--- src/rtl/strobe_cal_pkg.sv ---
package strobe_cal_pkg;

  typedef enum logic [1:0] {
    ADDR_SEL  = 2'd0,
    ADDR_EVT  = 2'd1,
    ADDR_CNT  = 2'd2,
    ADDR_STAT = 2'd3
  } cal_addr_e;

  typedef enum logic {
    KIND_WIDTH = 1'b0,
    KIND_DELAY = 1'b1
  } meas_kind_e;

  typedef struct packed {
    logic       valid;
    meas_kind_e kind;
    logic [2:0] chan;
  } sel_dec_t;

  // Low three code bits hold channel+1, the top bit picks delay over width.
  function automatic sel_dec_t decode_sel(input logic [3:0] code, input int nch);
    sel_dec_t d;
    d.chan  = code[2:0] - 3'd1;
    d.kind  = code[3] ? KIND_DELAY : KIND_WIDTH;
    d.valid = (code[2:0] != 3'd0) && (int'(code[2:0]) <= nch);
    return d;
  endfunction

endpackage

--- src/rtl/cal_sync.sv ---
module cal_sync #(
  parameter int W      = 7,
  parameter int STAGES = 2
) (
  input  logic         clk,
  input  logic         rst_n,
  input  logic [W-1:0] d,
  output logic [W-1:0] q
);
  logic [STAGES-1:0][W-1:0] stg_q;
  logic [STAGES-1:0][W-1:0] stg_d;

  always_comb begin
    stg_d[0] = d;
    for (int i = 1; i < STAGES; i++) stg_d[i] = stg_q[i-1];
  end

  always_ff @(posedge clk or negedge rst_n) begin
    if (!rst_n) stg_q <= '0;
    else        stg_q <= stg_d;
  end

  assign q = stg_q[STAGES-1];
endmodule

--- src/rtl/cal_window.sv ---
module cal_window
  import strobe_cal_pkg::*;
#(
  parameter int NCH = 6
) (
  input  logic           clk,
  input  logic           rst_n,
  input  logic           clr,
  input  sel_dec_t       dec,
  input  logic [NCH-1:0] tap_s,
  input  logic           ref_s,
  output logic           win,
  output logic           win_fall
);
  logic tap_sel;
  logic tap_prev_q, ref_prev_q, open_q, win_prev_q;
  logic tap_prev_d, ref_prev_d, open_d, win_prev_d;
  logic tap_rise, ref_rise;

  always_comb begin
    tap_sel = 1'b0;
    for (int i = 0; i < NCH; i++) begin
      if (dec.valid && (dec.chan == 3'(i))) tap_sel = tap_s[i];
    end
  end

  assign tap_rise = tap_sel & ~tap_prev_q;
  assign ref_rise = ref_s & ~ref_prev_q;

  always_comb begin
    tap_prev_d = tap_sel;
    ref_prev_d = ref_s;
    open_d     = open_q;
    if (clr || !dec.valid || dec.kind != KIND_DELAY) open_d = 1'b0;
    else if (tap_rise)                               open_d = 1'b0;
    else if (ref_rise)                               open_d = 1'b1;
  end

  always_comb begin
    if (!dec.valid)                 win = 1'b0;
    else if (dec.kind == KIND_DELAY) win = open_q;
    else                            win = tap_sel;
  end

  assign win_prev_d = clr ? 1'b0 : win;
  assign win_fall   = win_prev_q & ~win;

  always_ff @(posedge clk or negedge rst_n) begin
    if (!rst_n) begin
      tap_prev_q <= 1'b0;
      ref_prev_q <= 1'b0;
      open_q     <= 1'b0;
      win_prev_q <= 1'b0;
    end else begin
      tap_prev_q <= tap_prev_d;
      ref_prev_q <= ref_prev_d;
      open_q     <= open_d;
      win_prev_q <= win_prev_d;
    end
  end
endmodule

--- src/rtl/cal_counter.sv ---
module cal_counter #(
  parameter int CNT_W = 16,
  parameter int EVT_W = 16
) (
  input  logic             clk,
  input  logic             rst_n,
  input  logic             start,
  input  logic [EVT_W-1:0] start_evt,
  input  logic             win,
  input  logic             win_fall,
  output logic [CNT_W-1:0] cnt,
  output logic [EVT_W-1:0] evt,
  output logic             busy,
  output logic             done,
  output logic             sat
);
  localparam logic [CNT_W-1:0] CNT_MAX = '1;
  localparam logic [EVT_W-1:0] EVT_ONE = EVT_W'(1);

  logic [CNT_W-1:0] cnt_q, cnt_d;
  logic [EVT_W-1:0] evt_q, evt_d;
  logic busy_q, busy_d, done_q, done_d, sat_q, sat_d;
  logic cnt_en, evt_en;

  assign cnt_en = busy_q & win;
  assign evt_en = busy_q & win_fall;

  always_comb begin
    cnt_d  = cnt_q;
    evt_d  = evt_q;
    busy_d = busy_q;
    done_d = done_q;
    sat_d  = sat_q;
    if (start) begin
      cnt_d  = '0;
      sat_d  = 1'b0;
      evt_d  = start_evt;
      busy_d = (start_evt != '0);
      done_d = (start_evt == '0);
    end else begin
      if (cnt_en) begin
        if (cnt_q == CNT_MAX) sat_d = 1'b1;
        else                  cnt_d = cnt_q + CNT_W'(1);
      end
      if (evt_en) begin
        evt_d = evt_q - EVT_ONE;
        if (evt_q == EVT_ONE) begin
          busy_d = 1'b0;
          done_d = 1'b1;
        end
      end
    end
  end

  always_ff @(posedge clk or negedge rst_n) begin
    if (!rst_n) begin
      cnt_q  <= '0;
      evt_q  <= '0;
      busy_q <= 1'b0;
      done_q <= 1'b0;
      sat_q  <= 1'b0;
    end else begin
      cnt_q  <= cnt_d;
      evt_q  <= evt_d;
      busy_q <= busy_d;
      done_q <= done_d;
      sat_q  <= sat_d;
    end
  end

  assign cnt  = cnt_q;
  assign evt  = evt_q;
  assign busy = busy_q;
  assign done = done_q;
  assign sat  = sat_q;
endmodule

--- src/rtl/strobe_cal.sv ---
module strobe_cal
  import strobe_cal_pkg::*;
#(
  parameter int NCH         = 6,
  parameter int CNT_W       = 16,
  parameter int EVT_W       = 16,
  parameter int SYNC_STAGES = 2,
  parameter int DATA_W      = 16
) (
  input  logic              clk,
  input  logic              rst_n,
  input  logic              ref_strobe,
  input  logic [NCH-1:0]    tap_strobe,
  input  logic              wr_en,
  input  logic [1:0]        wr_addr,
  input  logic [DATA_W-1:0] wr_data,
  input  logic [1:0]        rd_addr,
  output logic [DATA_W-1:0] rd_data
);
  localparam int SYNC_W = NCH + 1;

  logic [3:0]       sel_q, sel_d;
  logic             sel_wr, start;
  sel_dec_t         dec;
  logic [SYNC_W-1:0] raw, synced;
  logic             win, win_fall;
  logic [CNT_W-1:0] cnt_w;
  logic [EVT_W-1:0] evt_w;
  logic             busy_w, done_w, sat_w;

  assign sel_wr = wr_en && (wr_addr == ADDR_SEL);
  assign start  = wr_en && (wr_addr == ADDR_EVT);
  assign sel_d  = sel_wr ? wr_data[3:0] : sel_q;

  always_ff @(posedge clk or negedge rst_n) begin
    if (!rst_n) sel_q <= '0;
    else        sel_q <= sel_d;
  end

  assign dec = decode_sel(sel_q, NCH);
  assign raw = {ref_strobe, tap_strobe};

  cal_sync #(.W(SYNC_W), .STAGES(SYNC_STAGES)) u_sync (
    .clk(clk), .rst_n(rst_n), .d(raw), .q(synced)
  );

  cal_window #(.NCH(NCH)) u_win (
    .clk(clk), .rst_n(rst_n), .clr(sel_wr), .dec(dec),
    .tap_s(synced[NCH-1:0]), .ref_s(synced[NCH]),
    .win(win), .win_fall(win_fall)
  );

  cal_counter #(.CNT_W(CNT_W), .EVT_W(EVT_W)) u_cnt (
    .clk(clk), .rst_n(rst_n), .start(start),
    .start_evt(wr_data[EVT_W-1:0]), .win(win), .win_fall(win_fall),
    .cnt(cnt_w), .evt(evt_w), .busy(busy_w), .done(done_w), .sat(sat_w)
  );

  always_comb begin
    case (cal_addr_e'(rd_addr))
      ADDR_SEL:  rd_data = DATA_W'(sel_q);
      ADDR_EVT:  rd_data = DATA_W'(evt_w);
      ADDR_CNT:  rd_data = DATA_W'(cnt_w);
      default:   rd_data = DATA_W'({sat_w, busy_w, done_w});
    endcase
  end
endmodule

--- config.mk ---
export PLATFORM = sky130hd
export DESIGN_NAME = strobe_cal
export DESIGN_NICKNAME = d
export VERILOG_FILES = /design/src/rtl/strobe_cal_pkg.sv /design/src/rtl/cal_sync.sv /design/src/rtl/cal_window.sv /design/src/rtl/cal_counter.sv /design/src/rtl/strobe_cal.sv
export SDC_FILE = /design/constraint.sdc
export NUM_CORES = 1
export LEC_CHECK = 0
export ABC_AREA = 1
export CORE_ASPECT_RATIO = 1.2
export CORE_MARGIN = 5
export CORE_UTILIZATION = 55
export DETAILED_ROUTE_END_ITERATION = 7
export GPL_ROUTABILITY_DRIVEN = 0
export GPL_TIMING_DRIVEN = 0
export PLACE_DENSITY = 0.8
export SLEW_MARGIN = 20
export SYNTH_ARGS = -nofsm -noshare
export SYNTH_HDL_FRONTEND = slang
export SYNTH_SLANG_ARGS = --single-unit
--- constraint.sdc ---
create_clock -name clk -period 2 [get_ports clk]
set_input_delay 0.3 -clock clk [delete_from_list [all_inputs] [get_ports clk]]
set_output_delay 0.3 -clock clk [all_outputs]
set_load 0.02 [all_outputs]
---- After elaboration in Yosys (flattened, before gate mapping) ----
Cells that the tools add are included.
cells by class
  add/subtract/negate cells ............... 3
  muxes and demuxes ....................... 28
  bitwise gates (word level) .............. 9
  equality and inequality tests ........... 11
  reductions and logical operators ........ 26
  order comparisons ....................... 1
operator list
  operator                                                count
  two-way mux 16 bit                                      5
  one-hot mux 16 bit (3 select lines)                     1
  two-way mux 1 bit                                       22
  adder 16 x 1 -> 16 bit (second input constant)          1
  == test 16 x 1 -> 1 bit (second input constant)         1
  == test 16 bit (second input constant)                  1
  logical NOT 16 bit                                      1
  nonzero test 16 bit                                     1
  subtractor 16 x 1 -> 16 bit (second input constant)     1
  logical AND 1 bit                                       9
  nonzero test 2 bit                                      4
  == test 3 x 2 -> 1 bit (second input constant)          2
  == test 3 bit (second input constant)                   2
  AND reduction 2 bit                                     3
  nonzero test 3 bit                                      2
  AND 1 bit                                               5
  == test 2 x 1 -> 1 bit (second input constant)          2
  logical NOT 2 bit                                       2
  NOT 1 bit                                               4
  == test 3 x 1 -> 1 bit (second input constant)          1
  less-or-equal comparator 3 bit (second input constant)  1
  logical NOT 3 bit                                       1
  subtractor 3 x 1 -> 3 bit (second input constant)       1
  == test 2 bit (second input constant)                   1
  3 further kinds                                         4
storage, ports and cells
  output and inout port bits .............. 16
  register bits after elaboration ......... 57

---- Depth between registers and ports, before layout ----
  depth in word-level cells ............... 16
  depth in mapped cells ................... 13
  depth with buffers taken out ............ 12

---- By module ----
From an unflattened synthesis, not the netlist that was laid out.
unflattened totals
  cells, all modules ...................... 487
  area total of the unflattened synthesis .. 3457.1 um^2
modules (own cells, without submodules)
  module       times used  sequential area each (um^2)  area an instance (um^2)  cells each
  cal_counter  1           875.8                        2298.5                   337
  strobe_cal   1           100.1                        544.3                    95
  cal_sync     1           350.3                        350.3                    14
  cal_window   1           100.1                        264.0                    41

---- Worst setup path before layout ----
Ideal clock, no wire load.
  path kind ............................... reg2reg
  from .................................... register u_cnt.cnt_q[0], in the netlist u_cnt.cnt[0]
  to ...................................... register u_cnt.cnt_q[11], in the netlist u_cnt.cnt[11]
  slack ................................... 0.359 ns
  cell stages (with the launch flop) ...... 10
  clock period less this slack ............ 1.641 ns
  arrival ................................. 1.524 ns
  data required time ...................... 1.883 ns
  setup time .............................. 0.117 ns
  path through ............................ dfrtp_1 -> ha_1 -> nand3_2 -> nor2_4 -> nand4_2 -> nand4_4 -> nand2_4 -> buf_12 -> nand2_2 -> nand2_1
on the way
  word-level cells in the longest chain between the ends .. 4
RTL lines
  element                 RTL line           source
  start, declared         cal_counter.sv:20  logic [CNT_W-1:0] cnt_q, cnt_d;
  start signal, assigned  cal_counter.sv:63  cnt_q <= cnt_d;
  adder 16 x 1 -> 16 bit  cal_counter.sv:43  else cnt_d = cnt_q + CNT_W'(1);
  two-way mux 16 bit      cal_counter.sv:42  if (cnt_q == CNT_MAX) sat_d = 1'b1;
  two-way mux 16 bit      cal_counter.sv:41  if (cnt_en) begin
  two-way mux 16 bit      cal_counter.sv:34  if (start) begin
Parallel ways exist; a longest one is shown, timed or not. The select of a mux whose other input is x is not followed.
A chain may end at the register's enable or synchronous reset.

---- Final worst setup path ----
  from .................................... input port rd_addr[1]
  to ...................................... output port rd_data[4]
on the way
  word-level cells in the longest chain between the ends .. 2
RTL lines
  element                                      RTL line          source
  start, declared                              strobe_cal.sv:17  input logic [1:0] rd_addr,
  == test 2 bit, or another cell as far along  strobe_cal.sv:60  case (cal_addr_e'(rd_addr))
  one-hot mux 16 bit (3 select lines) (*)      strobe_cal.sv:60
  end, declared                                strobe_cal.sv:18  output logic [DATA_W-1:0] rd_data
Mark *: on every way between the ends. The rest lies on a longest branch, timed or not.

==> reports/metrics.cfg <==
[worst_setup_path]
reg2reg_depth = 9
timing.critical_path.from = rd_addr[1]
r2r_end = u_cnt.cnt[11]
path_max_fanout = 10
worstReg2RegStart = u_cnt.cnt[0]
required_ns = 1.70
crit_arrival_ns = 1.65
rrSetupSlack_ns = 0.15
path_class = in2out
critPathCaptureType = output pin
start_kind = input port

[clocking]
htreeDepth = 3
postCtsSetupBuffers = 0
clk_latency_ns = 0.35
clock-sinks = 57
cts_tree = done
cts_buffers = 9
clk_pin_slew_ns = 0.07
clockBufferDepth = 2
root_buffer = clkbuf_8

[final_layout]
area_growth_syn_to_layout_pct = 21.6
layout-drive-gt1-share_pct = 18.9
multiInputGateArea_um2 = 1860
n_antenna_cell = 0
final_common_cell = nand2_1
register_area_um2 = 1430
final_cell_mix = nand2_1, dfrtp_1, nand3_1, inv_1, nor2_1
fin_nets = 541
fillers = 565
fin_cells = 597

[yosys]
syn-num-nets = 485
syn_area_um2 = 3530
ys_ff_latch = 57
yosys_warnings = 0
synth_cells = 452
synth_cell_types = 37
synth_edf_count = 0
synth-main-ff-cell = dfrtp_1
seq_area_frac_synth_pct = 40.4
async_flop_share_pct = 100
syn_area_per_cell_um2 = 7.82

[floorplan]
die_x_um = 83.2
initial_core_util_pct = 55.9
die-area_um2 = 8140
coreArea_um2 = 6330
ioPinCount = 46
rows = 32
die_h_um = 97.8

[place]
io_buffers = 45
hpwl_um = 6750
dp.cells = 582

[sta]
period_minus_slack_ns = 1.95
slew_viol_final = 0
finalHoldViolCount = 2
skew_ns = 0.00876
fin_setup_tns_ns = 0
whs_ns = -0.00501
period_share_pct = 97.7
worst_pin_slew_ns = 0.712
fmax_mhz = 512
slew_headroom_pct = 52.6
setup_viol = 0

[pwr]
seq_power_share_pct = 36.1
p_per_area_nw_per_um2 = 1130
intPower_w = 0.00281
power.switching_w = 0.00206
power.total_w = 0.00487
p_clk_share_pct = 21.1
p_sw_share_pct = 42.4
comb_power_share_pct = 42.7
leakage_nw = 2.03
ir_drop_mv = 0.545

[global_route]
grt_first_pass_wirelength_um = 15000
grt_max_degree = 58
antenna_found_initial = 0
grt_pass1_vias = 3271
grt_usage_pct = 22.8
grt_overflow = 0

[detailed_routing]
route.vias.total = 3233
drc = 0
vias_per_cell = 5.42
dr.first_iter.drc_count = 222
final_antenna_net_count = 0
drt_wl_total_um = 8880
drt-pass1-iter-count = 4
wire_per_inst_um = 14.9

[outcome]
failed_checks = hold timing
outcome = finished with violations

[flow_run]
max-cap-violations = 0

[min_path]
hold_class = in2async

## power by group through the flow
stage	registers, W	clock network (W)	logic [W]
2_1_floorplan	0.00169	0	0.00154
3_3_place_gp	0.00177	0	0.00202
3_5_place_dp	0.00177	0	0.00207
4_1_cts	0.00175	0.00104	0.00205
5_1_grt	0.00181	0.00110	0.00232
6_report	0.00176	0.00103	0.00208
## layout make-up
| cell class | instances | share of cell area, % |
|---|---|---|
| Multi-Input combinational cell | 329 | 43.3 |
| Sequential cell | 57 | 33.2 |
| Timing Repair Buffer | 45 | 9.58 |
| Inverter | 51 | 4.46 |
| Clock buffer | 9 | 2.88 |
| Buffer | 15 | 2.65 |
| Tap cell | 85 | 2.48 |
| Clock inverter | 6 | 1.40 |
## worst max-delay path, cell delays in order
cell and delay (ns):
clkdlybuf4s50_1 0.53, inv_2 0.08, nor2_4 0.17, inv_1 0.09
buf_4 0.19, o22ai_2 0.11, buf_2 0.19
## layer usage
layer / GRT usage, % / routed length (um) / vias to the layer above
met5: 0 / 0 / -
met4: 10.6 / 311 / 0
met3: 5.65 / 415 / 28
met2: 39.8 / 4630 / 98
met1: 26.1 / 3520 / 1530
li1: - / - / 1577
## how the worst max path moves through the flow
stage / to / slack, ns / cells after the start
after floorplan: u_cnt.cnt[11] / 0.36 / 9
after global placement: u_cnt.cnt[6] / -1.12 / 1
after detailed placement: rd_data[15] / -0.74 / 7
after CTS: rd_data[5] / -0.04 / 7
after global routing: rd_data[8] / -0.01 / 7
final: rd_data[4] / 0.05 / 7
## stage by stage
stage | area, um2 | worst slack, ns | utilization, %
after CTS | 4260 | -0.0438 | 67.3
after detailed placement | 4090 | -0.736 | 64.6
after global routing | 4300 | -0.0104 | 67.9
after global placement | 4090 | -1.12 | 64.7
final | 4300 | 0.0460 | 67.9
after floorplan | 3530 | 0.359 | -
## sequential cells by signal (all words and copies together) (netlist names)
register,count
sel_q,4
u_cnt.evt,16
u_cnt.busy,1
u_cnt.done,1
u_sync.stg_d,7
u_win.win_prev_q,1
u_win.open_q,1
u_cnt.sat,1
u_win.tap_prev_q,1
u_sync.q,7
u_cnt.cnt,16
u_win.ref_prev_q,1
## cells by family (layout without fill, tap and decap cells)
kind of cell	count (synthesis)	after routing	share of synthesized area [%]
simple gates	260	260	36.2
buf+inv	66	126	8.50
flops	57	57	40.4
compound gates	44	44	8.46
xor+xnor	22	22	5.45
fa+ha+maj	3	3	1.06
## what timing repair did
item | in CTS | in global routing
hold buffers | 0 | 0
setup endpoints to repair | 16 | 24
pin swaps | 1 | 1
endpoints found under the hold margin | 0 | 0
gates resized for setup | 61 | 17
## cells in the mapped netlist (2+ instances only)
| library cell | number | area share [%] |
|---|---|---|
| a21oi_1 | 2 | 0.28 |
| buf_2 | 2 | 0.28 |
| buf_8 | 2 | 0.85 |
| clkbuf_1 | 8 | 0.85 |
| dfrtp_1 | 57 | 40 |
| ha_1 | 3 | 1.1 |
| inv_1 | 47 | 5.0 |
| inv_2 | 4 | 0.42 |
| nand2_1 | 112 | 12 |
| nand2_2 | 21 | 3.7 |
| nand2_4 | 2 | 0.64 |
| nand2_8 | 3 | 1.7 |
| nand3_1 | 50 | 7.1 |
| nand4_1 | 7 | 1.2 |
| nor2_1 | 45 | 4.8 |
| nor3_1 | 7 | 0.99 |
| nor4_1 | 4 | 0.71 |
| o2111ai_1 | 3 | 0.74 |
| o21ai_0 | 14 | 2.0 |
| o21ai_2 | 12 | 3.0 |
| o221ai_1 | 2 | 0.50 |
| o22ai_1 | 10 | 1.8 |
| xor2_1 | 21 | 5.2 |
Power figures use the tool's default switching activity.
